`src/rtl/evt_irq_pkg.sv`:
```
package evt_irq_pkg;

   // Register byte offsets.
   localparam int unsigned OFS_SEC_CNT  = 32'h020;
   localparam int unsigned OFS_DED_CNT  = 32'h024;
   localparam int unsigned OFS_SEC_STS  = 32'h028;
   localparam int unsigned OFS_DED_STS  = 32'h030;
   localparam int unsigned OFS_ECC_CTL  = 32'h038;
   localparam int unsigned OFS_LOC_STS  = 32'h040;
   localparam int unsigned OFS_LOC_MSK  = 32'h044;
   localparam int unsigned OFS_LINK     = 32'h14C;

   // Mask words sit one word above their status words.
   localparam int unsigned MSK_STRIDE   = 4;

   // Bit positions inside shared words.
   localparam int unsigned LINK_MASK_LSB = 16;
   localparam int unsigned ECC_BYP_LSB   = 24;

   // Index 0 is the SEC group, index 1 the DED group.
   localparam int unsigned ERR_STS_OFS [2] = '{OFS_SEC_STS, OFS_DED_STS};
   localparam int unsigned ERR_CNT_OFS [2] = '{OFS_SEC_CNT, OFS_DED_CNT};

   typedef enum logic {
      POL_ENABLE = 1'b0,
      POL_BLOCK  = 1'b1
   } mask_pol_e;

endpackage

```
`src/rtl/evt_group.sv`:
```
module evt_group
   import evt_irq_pkg::*;
#(
   parameter int        W   = 4,
   parameter mask_pol_e POL = POL_BLOCK
) (
   input  logic         clk,
   input  logic         rst_n,
   input  logic [W-1:0] evt_i,
   input  logic [W-1:0] clr_i,
   input  logic         mask_we,
   input  logic [W-1:0] mask_d,
   output logic [W-1:0] status_o,
   output logic [W-1:0] mask_o,
   output logic         pend_o
);
   // Both polarities reset to "nothing reaches the interrupt".
   localparam logic [W-1:0] MASK_RST = (POL == POL_BLOCK) ? {W{1'b1}} : {W{1'b0}};

   logic [W-1:0] evt_q;
   logic [W-1:0] status_q;
   logic [W-1:0] mask_q;
   logic [W-1:0] rise;
   logic [W-1:0] live;

   assign rise = evt_i & ~evt_q;

   always_ff @(posedge clk or negedge rst_n) begin
      if (!rst_n) begin
         evt_q    <= '0;
         status_q <= '0;
         mask_q   <= MASK_RST;
      end else begin
         evt_q    <= evt_i;
         // A new edge wins over a clear in the same cycle.
         status_q <= (status_q & ~clr_i) | rise;
         if (mask_we) begin
            mask_q <= mask_d;
         end
      end
   end

   generate
      if (POL == POL_BLOCK) begin : g_block
         assign live = ~mask_q;
      end else begin : g_enable
         assign live = mask_q;
      end
   endgenerate

   assign status_o = status_q;
   assign mask_o   = mask_q;
   assign pend_o   = |(status_q & live);
endmodule

```
`src/rtl/evt_sat_cnt.sv`:
```
module evt_sat_cnt #(
   parameter int IN_W  = 4,
   parameter int CNT_W = 16
) (
   input  logic             clk,
   input  logic             rst_n,
   input  logic [IN_W-1:0]  evt_i,
   input  logic             load_i,
   input  logic [CNT_W-1:0] load_d,
   output logic [CNT_W-1:0] cnt_o
);
   localparam logic [CNT_W-1:0] CNT_TOP = {CNT_W{1'b1}};

   logic [CNT_W-1:0] cnt_q;

   always_ff @(posedge clk or negedge rst_n) begin
      if (!rst_n) begin
         cnt_q <= '0;
      end else if (load_i) begin
         cnt_q <= load_d;
      end else if ((|evt_i) && (cnt_q != CNT_TOP)) begin
         cnt_q <= cnt_q + 1'b1;
      end
   end

   assign cnt_o = cnt_q;
endmodule

```
`src/rtl/evt_irq_bank.sv`:
```
module evt_irq_bank
   import evt_irq_pkg::*;
#(
   parameter  int ADDR_W    = 12,
   parameter  int CNT_W     = 16,
   parameter  int N_RAM     = 4,
   parameter  int RAM_EVT_W = 4,
   parameter  int LOCAL_W   = 32,
   parameter  int LINK_W    = 3,
   localparam int ERR_W     = N_RAM * RAM_EVT_W
) (
   input  logic               clk,
   input  logic               rst_n,
   input  logic [LINK_W-1:0]  link_evt_i,
   input  logic [ERR_W-1:0]   sec_evt_i,
   input  logic [ERR_W-1:0]   ded_evt_i,
   input  logic [LOCAL_W-1:0] local_evt_i,
   input  logic               reg_we,
   input  logic [ADDR_W-1:0]  reg_addr,
   input  logic [31:0]        reg_wdata,
   output logic [31:0]        reg_rdata,
   output logic               irq_o,
   output logic [ERR_W-1:0]   ecc_inject_o,
   output logic [N_RAM-1:0]   ecc_bypass_o
);
   // Elaboration-time parameter checks.
   generate
      if (ADDR_W < 9 || ADDR_W > 32) begin : g_bad_addr
         $error("evt_irq_bank: ADDR_W must be 9..32");
      end
      if (CNT_W < 1 || CNT_W > 32) begin : g_bad_cnt
         $error("evt_irq_bank: CNT_W must be 1..32");
      end
      if (ERR_W < 1 || ERR_W > ECC_BYP_LSB) begin : g_bad_err
         $error("evt_irq_bank: N_RAM*RAM_EVT_W must be 1..24");
      end
      if (N_RAM < 1 || N_RAM > 32 - ECC_BYP_LSB) begin : g_bad_ram
         $error("evt_irq_bank: N_RAM must be 1..8");
      end
      if (LOCAL_W < 1 || LOCAL_W > 32) begin : g_bad_loc
         $error("evt_irq_bank: LOCAL_W must be 1..32");
      end
      if (LINK_W < 1 || LINK_W > LINK_MASK_LSB) begin : g_bad_link
         $error("evt_irq_bank: LINK_W must be 1..16");
      end
   endgenerate

   // Address decode.
   logic hit_link;
   logic hit_loc_sts;
   logic hit_loc_msk;
   logic hit_ecc;

   assign hit_link    = reg_addr == ADDR_W'(OFS_LINK);
   assign hit_loc_sts = reg_addr == ADDR_W'(OFS_LOC_STS);
   assign hit_loc_msk = reg_addr == ADDR_W'(OFS_LOC_MSK);
   assign hit_ecc     = reg_addr == ADDR_W'(OFS_ECC_CTL);

   // SEC and DED groups: identical structure, one generate iteration each.
   logic [ERR_W-1:0] err_evt [2];
   logic [ERR_W-1:0] err_sts [2];
   logic [ERR_W-1:0] err_msk [2];
   logic [CNT_W-1:0] err_cnt [2];
   logic [1:0]       err_pend;
   logic [1:0]       err_hit_sts;
   logic [1:0]       err_hit_msk;
   logic [1:0]       err_hit_cnt;

   assign err_evt[0] = sec_evt_i;
   assign err_evt[1] = ded_evt_i;

   for (genvar g = 0; g < 2; g++) begin : g_err
      logic [ERR_W-1:0] clr;

      assign err_hit_sts[g] = reg_addr == ADDR_W'(ERR_STS_OFS[g]);
      assign err_hit_msk[g] = reg_addr == ADDR_W'(ERR_STS_OFS[g] + MSK_STRIDE);
      assign err_hit_cnt[g] = reg_addr == ADDR_W'(ERR_CNT_OFS[g]);
      assign clr = (reg_we && err_hit_sts[g]) ? reg_wdata[ERR_W-1:0] : '0;

      evt_group #(
         .W   (ERR_W),
         .POL (POL_BLOCK)
      ) u_grp (
         .clk      (clk),
         .rst_n    (rst_n),
         .evt_i    (err_evt[g]),
         .clr_i    (clr),
         .mask_we  (reg_we && err_hit_msk[g]),
         .mask_d   (reg_wdata[ERR_W-1:0]),
         .status_o (err_sts[g]),
         .mask_o   (err_msk[g]),
         .pend_o   (err_pend[g])
      );

      evt_sat_cnt #(
         .IN_W  (ERR_W),
         .CNT_W (CNT_W)
      ) u_cnt (
         .clk    (clk),
         .rst_n  (rst_n),
         .evt_i  (err_evt[g]),
         .load_i (reg_we && err_hit_cnt[g]),
         .load_d (reg_wdata[CNT_W-1:0]),
         .cnt_o  (err_cnt[g])
      );
   end

   // Link group: status and mask share one word.
   logic [LINK_W-1:0] link_sts;
   logic [LINK_W-1:0] link_msk;
   logic              link_pend;
   logic [LINK_W-1:0] link_clr;

   assign link_clr = (reg_we && hit_link) ? reg_wdata[LINK_W-1:0] : '0;

   evt_group #(
      .W   (LINK_W),
      .POL (POL_BLOCK)
   ) u_link (
      .clk      (clk),
      .rst_n    (rst_n),
      .evt_i    (link_evt_i),
      .clr_i    (link_clr),
      .mask_we  (reg_we && hit_link),
      .mask_d   (reg_wdata[LINK_MASK_LSB +: LINK_W]),
      .status_o (link_sts),
      .mask_o   (link_msk),
      .pend_o   (link_pend)
   );

   // Local group: a mask bit of 1 enables the event.
   logic [LOCAL_W-1:0] loc_sts;
   logic [LOCAL_W-1:0] loc_msk;
   logic               loc_pend;
   logic [LOCAL_W-1:0] loc_clr;

   assign loc_clr = (reg_we && hit_loc_sts) ? reg_wdata[LOCAL_W-1:0] : '0;

   evt_group #(
      .W   (LOCAL_W),
      .POL (POL_ENABLE)
   ) u_local (
      .clk      (clk),
      .rst_n    (rst_n),
      .evt_i    (local_evt_i),
      .clr_i    (loc_clr),
      .mask_we  (reg_we && hit_loc_msk),
      .mask_d   (reg_wdata[LOCAL_W-1:0]),
      .status_o (loc_sts),
      .mask_o   (loc_msk),
      .pend_o   (loc_pend)
   );

   // ECC control word.
   logic [ERR_W-1:0] ecc_inj_q;
   logic [N_RAM-1:0] ecc_byp_q;

   always_ff @(posedge clk or negedge rst_n) begin
      if (!rst_n) begin
         ecc_inj_q <= '0;
         ecc_byp_q <= '1;
      end else if (reg_we && hit_ecc) begin
         ecc_inj_q <= reg_wdata[ERR_W-1:0];
         ecc_byp_q <= reg_wdata[ECC_BYP_LSB +: N_RAM];
      end
   end

   assign ecc_inject_o = ecc_inj_q;
   assign ecc_bypass_o = ecc_byp_q;

   // Registered interrupt.
   logic irq_q;

   always_ff @(posedge clk or negedge rst_n) begin
      if (!rst_n) begin
         irq_q <= 1'b0;
      end else begin
         irq_q <= (|err_pend) | link_pend | loc_pend;
      end
   end

   assign irq_o = irq_q;

   // Read mux.
   always_comb begin
      reg_rdata = '0;
      if (hit_link) begin
         reg_rdata[LINK_W-1:0]               = link_sts;
         reg_rdata[LINK_MASK_LSB +: LINK_W]  = link_msk;
      end
      if (hit_loc_sts) begin
         reg_rdata[LOCAL_W-1:0] = loc_sts;
      end
      if (hit_loc_msk) begin
         reg_rdata[LOCAL_W-1:0] = loc_msk;
      end
      if (hit_ecc) begin
         reg_rdata[ERR_W-1:0]              = ecc_inj_q;
         reg_rdata[ECC_BYP_LSB +: N_RAM]   = ecc_byp_q;
      end
      for (int g = 0; g < 2; g++) begin
         if (err_hit_sts[g]) begin
            reg_rdata[ERR_W-1:0] = err_sts[g];
         end
         if (err_hit_msk[g]) begin
            reg_rdata[ERR_W-1:0] = err_msk[g];
         end
         if (err_hit_cnt[g]) begin
            reg_rdata[CNT_W-1:0] = err_cnt[g];
         end
      end
   end

   // Write bits beyond the widest field are not stored.
   logic unused_wdata;
   assign unused_wdata = ^reg_wdata;
endmodule

```
`config.mk`:
```
export PLATFORM = sky130hd
export DESIGN_NAME = evt_irq_bank
export DESIGN_NICKNAME = d
export VERILOG_FILES = /design/src/rtl/evt_irq_pkg.sv /design/src/rtl/evt_group.sv /design/src/rtl/evt_sat_cnt.sv /design/src/rtl/evt_irq_bank.sv
export SDC_FILE = /design/constraint.sdc
export NUM_CORES = 1
export LEC_CHECK = 0
export CORE_ASPECT_RATIO = 0.5
export CORE_MARGIN = 2
export CORE_UTILIZATION = 47
export DETAILED_ROUTE_END_ITERATION = 8
export DONT_BUFFER_PORTS = 1
export PLACE_DENSITY_LB_ADDON = 0.1
export SETUP_SLACK_MARGIN = 0.4
export SLEW_MARGIN = 20
export SYNTH_ARGS = -nofsm -noshare
export SYNTH_HDL_FRONTEND = slang
export SYNTH_SLANG_ARGS = --single-unit
```
`constraint.sdc`:
```
create_clock -name clk -period 1.8 [get_ports clk]
set_clock_uncertainty 0.1 [all_clocks]
set_input_delay 0.18 -clock clk [delete_from_list [all_inputs] [get_ports clk]]
set_output_delay 0.18 -clock clk [all_outputs]
set_load 0.02 [all_outputs]
```
### Word level (Yosys, flattened, before mapping)

Index checks and enable logic that the tools add are counted.

| storage, ports and cells | value |
|---|---|
| flip-flop bits (word level) | 254 |
| latch bits | 0 |
| memory bits (writable) | 0 |
| memory bits (read-only) | 0 |
| input port bits | 114 |
| output and inout bits | 53 |
| logic and storage cells | 99 |
| memories kept | 0 |

| operators by class | value |
|---|---|
| $add $sub $neg | 2 |
| $mul | 0 |
| div/mod/pow operators | 0 |
| magnitude comparators | 0 |
| eq/ne operators | 12 |
| shifts and indexed selects | 0 |
| muxes and demuxes | 20 |
| bitwise logic cells | 29 |
| reductions and logical operators | 19 |

Operators by type and width:

| cell | count |
|---|---|
| two-way mux 16 bit | 13 |
| bitwise AND 16 bit | 6 |
| bitwise AND 32 bit | 3 |
| two-way mux 32 bit | 3 |
| inverter 16 bit | 6 |
| == test 12 x 6 -> 1 bit, second input constant | 7 |
| inverter 32 bit | 2 |
| OR reduction 32 bit | 2 |
| adder 16 x 1 -> 16 bit, second input constant | 2 |
| inequality test 16 bit, second input constant | 2 |
| bitwise OR 16 bit | 2 |
| bitwise OR 32 bit | 1 |
| OR reduction 16 bit | 2 |
| == test 12 x 7 -> 1 bit, second input constant | 2 |
| == test 12 x 9 -> 1 bit, second input constant | 1 |
| logical AND 1 bit | 12 |
| bitwise AND 3 bit | 3 |
| two-way mux 3 bit | 3 |
| inverter 3 bit | 3 |
| two-way mux 4 bit | 1 |
| nonzero test 2 bit | 2 |
| bitwise OR 3 bit | 1 |
| OR reduction 3 bit | 1 |
| bitwise OR 1 bit | 2 |

### Logic depth before layout (Yosys ltp)

Gate-level depths: netlist of run 1.

| depth | value |
|---|---|
| word-level depth | 11 |
| depth in mapped cells | 8 |
| mapped depth without buffers | 6 |

### Hierarchy

From an unflattened synthesis of run 1, not the netlist that was laid out.

| unflattened totals | value |
|---|---|
| cell total of the unflattened synthesis | 1211 |
| area, all modules | 12669.7 µm² |

Modules (own cells, without submodules):

| module | times used | cells an instance | area an instance (µm²) | seq. area each (µm²) |
|---|---|---|---|---|
| evt_group (g_err[0].u_grp ...) | 2 | 131 | 1816.7 | 1221.2 |
| evt_group (u_local) | 1 | 249 | 3384.5 | 2402.3 |
| evt_irq_bank | 1 | 417 | 3163.0 | 530.5 |
| evt_sat_cnt | 2 | 130 | 1084.8 | 400.4 |
| evt_group (u_link) | 1 | 23 | 319.1 | 229.0 |

### Worst setup path before layout of run 1

OpenSTA, ideal clock, no wires.

| path | value |
|---|---|
| kind | input to output |
| start point | in reg_addr[2] |
| end point | out reg_rdata[7] |
| arrival | 1.906 ns |
| data required time | 1.520 ns |
| slack | -0.386 ns |
| cell stages on the path | 7 |
| path buffers | 2 |
| path through | buf_2 or4_1 buf_2 a2111oi_2 a21oi_1 a211oi_1 a2bb2oi_1 |

| between the ends | value |
|---|---|
| word-level cells in the longest chain between the ends | 10 |
| elaborated cells on any way between the ends | 18 |
| classes of those cells | eq/ne (9); mux (9) |

Ends and longest elaborated chain:

| element | line | text |
|---|---|---|
| start, declared | evt_irq_bank.sv:19 | `input logic [ADDR_W-1:0] reg_addr,` |
| == test 12 x 7 -> 1 bit | evt_irq_bank.sv:55 | `assign hit_loc_sts = reg_addr == ADDR_W'(OFS_LOC_STS);` |
| two-way mux 32 bit | evt_irq_bank.sv:191 | `if (hit_loc_sts) begin` |
| two-way mux 32 bit | evt_irq_bank.sv:194 | `if (hit_loc_msk) begin` |
| two-way mux 16 bit | evt_irq_bank.sv:197 | `if (hit_ecc) begin` |
| two-way mux 16 bit | evt_irq_bank.sv:202 | `if (err_hit_sts[g]) begin` |
| two-way mux 16 bit | evt_irq_bank.sv:205 | `if (err_hit_msk[g]) begin` |
| two-way mux 16 bit | evt_irq_bank.sv:208 | `if (err_hit_cnt[g]) begin` |
| two-way mux 16 bit | evt_irq_bank.sv:202 |  |
| two-way mux 16 bit | evt_irq_bank.sv:205 |  |
| two-way mux 16 bit * | evt_irq_bank.sv:208 |  |
| end, declared | evt_irq_bank.sv:21 | `output logic [31:0] reg_rdata,` |

Mark *: on every way between the ends. The rest lies on a longest branch, timed or not.

### Worst setup path in the final report of run 1

| path | value |
|---|---|
| start point | reg u_local.status_q[7] (netlist: u_local.status_o[7]) |
| end point | out reg_rdata[7] |

| between the ends | value |
|---|---|
| word-level cells in the longest chain between the ends | 9 |

Ends and longest elaborated chain:

| element | line | text |
|---|---|---|
| start, declared | evt_group.sv:21 | `logic [W-1:0] status_q;` |
| start signal, assigned | evt_group.sv:36 | `status_q <= (status_q & ~clr_i) \| rise;` |
| two-way mux 32 bit | evt_irq_bank.sv:191 |  |
| two-way mux 32 bit | evt_irq_bank.sv:194 |  |
| two-way mux 16 bit | evt_irq_bank.sv:197 |  |
| two-way mux 16 bit | evt_irq_bank.sv:202 |  |
| two-way mux 16 bit | evt_irq_bank.sv:205 |  |
| two-way mux 16 bit | evt_irq_bank.sv:208 |  |
| two-way mux 16 bit | evt_irq_bank.sv:202 |  |
| two-way mux 16 bit | evt_irq_bank.sv:205 |  |
| two-way mux 16 bit | evt_irq_bank.sv:208 |  |

No other way between the ends.

==> summary.md, run 1 <==
| Metric | Value |
|---|---|
| Per-cell routed wire length | 26.08 µm |
| Vias in the first global route | 11,330 |
| Clock latency on the worst-skew pair | between 0.5 and 0.6 ns |
| Final antenna-violating net count | 0 |
| DRC viols | 0 |
| Synth async-reset ratio | 1.000 |
| DRT iter0 DRCs | 979 |
| Net Count, Synth | 1,274 |
| # port buffers | 0 |
| Failing checks | negative hold slack, negative setup slack |
| Final period utilization | 1.379 |
| Kind of critical path | register to output pin |
| Total GRT Usage | 0.3606 |
| Syn_area_per_cell | 10.51 µm² |
| Synth Register Bits | 254 |
| Initial antenna violation count | 5 |
| Mapped Area | 0.01217 mm² |
| Row count | about 40 |
| CTS tree | yes |
| Clock tree buffer depth | 3 |
| Crit path launch type | register |
| Area growth syn-to-layout | 50.97% |
| Relative slew margins | 0.3340 |
| Die W | 231.6 µm |
| Critical Path End Type | output pin |
| Max Cap Viol | 0 |
| Post-synth EDFFs | 0 |
| Fin util | 0.7250 |
| Sink Count | 254 |
| Initial Utilization | 0.4803 |
| Power consumption | 13.36 mW |
| Congestion Overflow GR | 0 |
| Layout cells sized above 1 | 0.4487 |
| Top area cells in the synthesized netlist | dfrtp_1 44%, dfstp_2 8.4%, mux2_2 8.2% |
| Clk root buf | clkbuf_16 |
| Max Clock Freq | between 400 and 500 MHz |
| Pre-CTS WS | -0.7406 ns |
| Share of the synthesized area in the top cell type | 0.4421 |
| Worst-path clk slew | 0.06 ns |
| Peak VDD IR | between 0.0006 and 0.0007 V |
| Worst Hold Class | input pin to asynchronous set/reset pin |
| Crit-path max FO | 2 |
| Hold_ws | -0.7566 ns |
| Synth warn | 0 |
| Cell Pwr Density | 727.3 mW/mm² |
| TritonRoute pass-1 iters | 5 |
| Top FF cell, synth | dfrtp_1 |
| Crit path required time | 1.52 ns |
| Via density | 5.873 |
| Final setup viols | 43 |
| I/O Pins | between 150 and 200 |
| Die height | 117.8 µm |
| Post-CTS Hold Buffers | 101 |
| Crit path time final | 2.481 ns |
| Final std cells w/o fill | 1,877 |
| Fill cell count | 1,814 |
| Worst path arrival time | 2.20 ns |
| Leakage | between 8 and 9 nW |
| Reg2reg end | irq_o |
| First-pass GRT wire length | 72,330 µm |
| DRT Wirelength | 48,950 µm |
| Post-synthesis sequential area ratio | 0.5263 |
| R2R Setup Slk | -0.46 ns |
| Unique cell type count in the Yosys netlist | 67 |
| Post-Syn Instances | between 1,000 and 1,500 |
| Outcome | finished, violations left |
| Least-Margin Pin Slew | 0.9990 ns |
| RSZ-0062 raised after global routing | true |
| GPL Wtd Cong | 0.9440 |
| Reg2reg start | u_local.mask_o[15] |
| Vias | 11,020 |
| Final worst slack | -0.6814 ns |
| H-Tree Depth | 1 |
| Die area | roughly 0.027 mm² |
| Pins Over Slew Limit | 0 |
| Nets@finish | 1,626 |
| Largest net degree at the start of global routing | 255 |
| R2r worst-path depth | 7 |
| Final Hold Violating Endpoints | 254 |
| Leading area contributor after synthesis | dfrtp_1 |
| Core area | 0.02534 mm² |
| Total CTS buffers | 25 |
| Cell count after placement | 1,679 |
| HPWL after DPL | 33,150 µm |
==> worst max-delay path by stage <==
stage,start,endpoint,cells past startpoint
2_1_floorplan,reg_addr[1],reg_rdata[1],6
3_3_place_gp,g_err[0].u_grp.mask_o[9],irq_o,5
3_5_place_dp,g_err[0].u_grp.mask_o[9],irq_o,5
4_1_cts,u_local.status_o[7],reg_rdata[7],6
5_1_grt,u_local.status_o[7],reg_rdata[7],6
6_report,u_local.status_o[7],reg_rdata[7],6
==> cell type report <==
cell class / count / area (µm²) / area share
multi-input combinational: 743 / 6668 / 0.3629
sequential: 254 / 6410 / 0.3489
timing repair buffer: 390 / 3682 / 0.2004
clock buffer: 37 / 710.7 / 0.03868
tap: 344 / 430.4 / 0.02343
inverter: 96 / 360.3 / 0.01961
clock inverter: 9 / 102.6 / 0.005584
antenna: 4 / 10.01 / 0.0005448
==> cell usage in the layout, fill, tap and decap left out, types with 14 or more instances in the layout <==
cell type	n
mux2_2	66
o22ai_1	15
nor2_1	35
nand2_4	15
mux2_4	25
nand2_2	24
a22o_1	36
dfrtp_1	211
xnor2_1	20
nand2_1	117
buf_4	207
a21oi_1	25
inv_1	95
buf_6	63
dfstp_2	39
nand3_1	19
nand4_1	14
clkbuf_16	28
dlygate4sd3_1	98
o21ai_1	45
==> timing repair <==
action | CTS | global route
buffers inserted | 25 | 13
hold endpoints to repair | 507 | 254
cloned | 7 | 2
resized for setup | 200 | 84
setup endpoints to repair | 129 | 229
pin swaps | 85 | 54
==> layer usage <==
layer / wire length, µm / vias up / track usage
li1: - / 4839 / -
met1: 21180 / 5637 / 0.5102
met2: 21020 / 457 / 0.5206
met3: 5435 / 88 / 0.1354
met4: 1305 / 2 / 0.09215
met5: 11 / - / 0
==> power breakdown <==
| part | internal (mW) | total [mW] | leakage [nW] | switching (mW) |
|---|---|---|---|---|
| registers | 5.97 | 6.15 | 2.83 | 0.182 |
| logic | 0.839 | 1.84 | 5.12 | 0.998 |
| clock network | 3.03 | 5.38 | 0.403 | 2.34 |
| total | 9.84 | 13.4 | 8.35 | 3.52 |
==> synthesized netlist by cell type, drive strengths merged, types with 11 or more instances <==
library cell  count
mux2i            26
xnor2            20
nor4             18
o22ai            25
mux2             91
nand3            31
o21ai            61
o2111ai          11
clkbuf           19
nor3             13
and3             11
dfrtp           215
dfstp            39
buf              47
a22oi            19
a22o             45
nor2             47
nand4            14
a21oi            38
a221oi           13
inv              96
nand2           157
==> kinds of logic (layout without fill, tap and decap cells) <==
kind of cell / Yosys count / count (layout) / share of synthesized area
buf+inv: 162 / 532 / 0.05788
flops: 254 / 254 / 0.5263
mux: 117 / 117 / 0.1056
simple gates: 345 / 346 / 0.1470
fa+ha+maj: 2 / 2 / 0.002056
compound gates: 249 / 249 / 0.1403
xor+xnor: 29 / 29 / 0.02087
other cells: 0 / 4 / 0
==> metrics by stage <==
step,TNS [ns],cell area (µm²),hold WS [ns]
after floorplan,-6.159,13090,-0.2156
after detailed placement,-35.68,14850,-0.2095
final,-8.862,18370,-0.7566
after global placement,-30.78,14850,-0.2059
after global routing,-12.36,18370,-0.7808
after CTS,-8.701,17860,-0.7832
==> flip-flops by register name, indices dropped and copies added (netlist names), 4 cells and up <==
signal and count:
ecc_bypass_o 4, g_err.u_cnt.cnt_o 32, g_err.u_grp.status_o 32, u_local.status_o 32, u_local.evt_q 32, g_err.u_grp.mask_o 32, g_err.u_grp.evt_q 32, u_local.mask_o 32
ecc_inject_o 16
==> critical path, stage by stage, from the launching register on <==
cell	delay (ns)
dfrtp_1	0.41
nand3b_1	0.14
a2111oi_4	0.37
a21oi_2	0.09
a211oi_4	0.24
buf_4	0.18
a2bb2oi_4	0.23
(Power assumes the default switching activity.)
==> inputs of run 2 (changes only) <==
--- a/config.mk
+++ b/config.mk
@@ -5,9 +5,11 @@
 export SDC_FILE = /design/constraint.sdc
 export NUM_CORES = 1
 export LEC_CHECK = 0
+export ABC_AREA = 1
 export CORE_ASPECT_RATIO = 0.5
 export CORE_MARGIN = 2
 export CORE_UTILIZATION = 47
+export CTS_BUF_LIST = sky130_fd_sc_hd__clkbuf_2 sky130_fd_sc_hd__clkbuf_4 sky130_fd_sc_hd__clkbuf_8
 export DETAILED_ROUTE_END_ITERATION = 8
 export DONT_BUFFER_PORTS = 1
 export PLACE_DENSITY_LB_ADDON = 0.1
==> summary.md, run 2 <==
| Metric | Value |
|---|---|
| Outcome | finished, violations left |
| Failing checks | negative hold slack, negative setup slack |
| Fin Setup TNS | -10.40 ns (-1.539 ns) |
| Final setup viols | 49 (+14%) |
| Post-Syn Instances | 1,393 (+20%) |
| RSZ-0062 raised after global routing | true |
| Total GRT Usage | 0.3131 (-0.04745) |
| Unique cell type count in the Yosys netlist | 50 (-25%) |
| Die height | 116.3 µm (-1.2%) |
| Pre-CTS WS | -0.3369 ns (+0.4037 ns) |
| R2r worst-path depth | 12 (+5) |
| Final antenna-violating net count | 0 (unchanged) |
| Cell count after placement | 1,868 (+11%) |
| Crit path launch type | register |
| Hold_ws | -0.7805 ns (-0.02391 ns) |
| H-Tree Depth | 2 (+1) |
| DRT Wirelength | 41,970 µm (-14%) |
| # port buffers | 0 (unchanged) |
| Count leader, synth | nand2_1 |
| Post-CTS Hold Buffers | 99 (-2.0%) |
| Clock latency on the worst-skew pair | 0.57 ns (+0.02 ns) |
| Synth async-reset ratio | 1.000 (unchanged) |
| Critical Path End Type | output pin |
| Mapped Area | 0.01186 mm² (-2.5%) |
| Core area | 0.02498 mm² (-1.4%) |
| Storage element area | 0.006407 mm² (about the same) |
| Leading area contributor after synthesis | dfrtp_1 |
| Area growth syn-to-layout | 46.39% |
| Most common library cell in the layout ignoring fill and taps | nand2_1 |
| CTS tree | yes |
| Crit-path max FO | 2 (unchanged) |
| Worst-path clk slew | 0.06 ns (about the same) |
| Syn_area_per_cell | 8.514 µm² (-19%) |
| Crit path required time | 1.52 ns (about the same) |
| Least-Margin Pin Slew | 0.7106 ns (-0.2884 ns) |
| Relative slew margins | 0.5258 (+0.1917) |
| Finished Cell Area | 0.01736 mm² (-5.5%) |
| I/O Pins | 167 (unchanged) |
| Final Hold Violating Endpoints | 254 (unchanged) |
| Per-cell routed wire length | 19.94 µm (-24%) |
| Post-synth EDFFs | 0 (unchanged) |
| Post-synthesis sequential area ratio | 0.5400 (+0.01377) |
| Synth warn | 0 (unchanged) |
| Net Count, Synth | 1,509 (+18%) |
| Total CTS buffers | 38 (+52%) |
| Top area cells in the synthesized netlist | dfrtp_1 45%, o21ai_0 11%, nand2_1 9.1% |
| Congestion Overflow GR | 0 (unchanged) |
| Initial antenna violation count | 0 (-5) |
| Nets@finish | 1,850 (+14%) |
| Via density | 5.383 (-8.3%) |
| GPL Wtd Cong | 0.9467 (+0.29%) |
| Final std cells w/o fill | 2,105 (+12%) |
| Worst Hold Class | input pin to asynchronous set/reset pin |
| HPWL after DPL | 27,910 µm (-16%) |
| Commonest cells after routing, fill and taps aside | 222 x nand2_1, 213 x dfrtp_1, 193 x inv_1 |
| Top FF cell, synth | dfrtp_1 |
| Die W | 228.7 µm (-1.3%) |
| DRT iter0 DRCs | 1,029 (+5.1%) |
| Crit path time final | 2.238 ns (-0.2436 ns) |
| Placed cell area | 0.01398 mm² (-5.8%) |
| Post-synth top cells | 286 x nand2_1, 268 x o21ai_0, 221 x inv_1 |
| Pins Over Slew Limit | 0 (unchanged) |
| Final period utilization | 1.243 (-0.1354) |
| Reg2reg end | g_err[1].u_cnt.cnt_o[10] |
| Leakage | 8.135 nW (-2.6%) |
| Max Clock Freq | 446.9 MHz (+11%) |
| Kind of critical path | register to output pin |
| DRC viols | 0 (unchanged) |
| Max Cap Viol | 0 (unchanged) |
| Worst path arrival time | 1.96 ns (-0.24 ns) |
| TritonRoute pass-1 iters | 5 (unchanged) |
| Layout cells sized above 1 | 0.3532 (-0.09545) |
| Clk root buf | clkbuf_8 |
| Final worst slack | -0.4378 ns (+0.2436 ns) |
| Fin util | 0.6949 (-0.03009) |
| N_diodes | 0 (-4) |
| Vias in the first global route | 11,310 (-0.16%) |
| Power consumption | 13.47 mW (+0.77%) |
| Vias | 11,330 (+2.8%) |
| Row count | 41 (unchanged) |
| Share of the synthesized area in the top cell type | 0.4536 (+0.01157) |
| Footprint of the multi-input gates | 0.005690 mm² (-15%) |
| Clock tree buffer depth | 3 (unchanged) |
| Largest net degree at the start of global routing | 255 (unchanged) |
| Sink Count | 254 (unchanged) |
| Initial Utilization | 0.4747 (-0.005517) |
| Peak VDD IR | 0.0005228 V (-18%) |
| First-pass GRT wire length | 63,490 µm (-12%) |
| Die area | 0.02660 mm² (-2.5%) |
| R2R Setup Slk | -0.29 ns (+0.17 ns) |
| Cell Pwr Density | 775.6 mW/mm² (+6.6%) |
| Reg2reg start | g_err[1].u_cnt.cnt_o[0] |
| Synth Register Bits | 254 (unchanged) |
| Fill cell count | 2,011 (+11%) |
[run 2: where the power goes]
group          total, mW  internal (mW)  leakage [nW]  switching (mW)
registers           6.25           6.02          2.80           0.228
clock network       5.11           2.73         0.431            2.38
logic               2.10          0.980          4.90            1.12
total               13.5           9.74          8.13            3.73
[run 2: layer usage]
metal  part of all wire  global-route usage  up-vias  wire (µm)
met5             0.0013             0.01215        -         53
met2               0.46              0.5072      369      19440
met1               0.43              0.4249     5609      18080
met3              0.083             0.07495       71       3477
li1                   -                   -     5280          -
met4              0.022             0.08932        2        922
[run 2: worst max path at each step]
stage / end / start / slack (ns)
final: reg_rdata[13] / u_local.mask_o[13] / -0.44
after floorplan: g_err[1].u_cnt.cnt_o[1] / g_err[1].u_cnt.cnt_o[1] / -0.21
after CTS: reg_rdata[9] / ecc_inject_o[9] / -0.43
after detailed placement: g_err[1].u_cnt.cnt_o[10] / g_err[1].u_cnt.cnt_o[1] / -0.34
after global placement: irq_o / g_err[1].u_grp.mask_o[14] / -0.41
after global routing: reg_rdata[13] / u_local.status_o[13] / -0.53
[run 2: kinds of logic after synthesis]
family	Yosys count	share of synthesized area
AOI/OAI and AO/OA	396	0.1909
xor gates and xnor gates	24	0.01772
adders and majority gates	2	0.002110
buffers and inverters	275	0.08883
DFF	254	0.5400
and+or+nand+nor	442	0.1604
[run 2: timing repair]
| item | 4_1_cts | 5_1_grt |
|---|---|---|
| endpoints found under the setup margin | 90 | 206 |
| gates cloned | 1 | 5 |
| endpoints found under the hold margin | 492 | 254 |
| pin swaps | 76 | 78 |
| resized for setup | 140 | 147 |
| setup buffers | 36 | 29 |
[run 2: area by class of cell]
class | instances | share of cell area
clock buffers | 60 | 0.04216
clock inverters | 7 | 0.003675
inverters | 226 | 0.05153
multi-input cells | 867 | 0.3278
flip-flops and latches | 254 | 0.3691
well taps | 344 | 0.02479
repair buffers | 346 | 0.1806
repair inverters | 1 | 0.0004324
[run 2: worst max-delay path: stages, from the launching register on]
cell     delay [ns]
dfrtp_1        0.38
nand3_2        0.08
nand3_2        0.09
nand2_1        0.06
nand2_1        0.08
nand2_1        0.06
nand2_1        0.05
nand2_1        0.07
nand2_1        0.07
nand2_1        0.07
nand2_2        0.09
nand2_2        0.07
a21oi_4        0.23
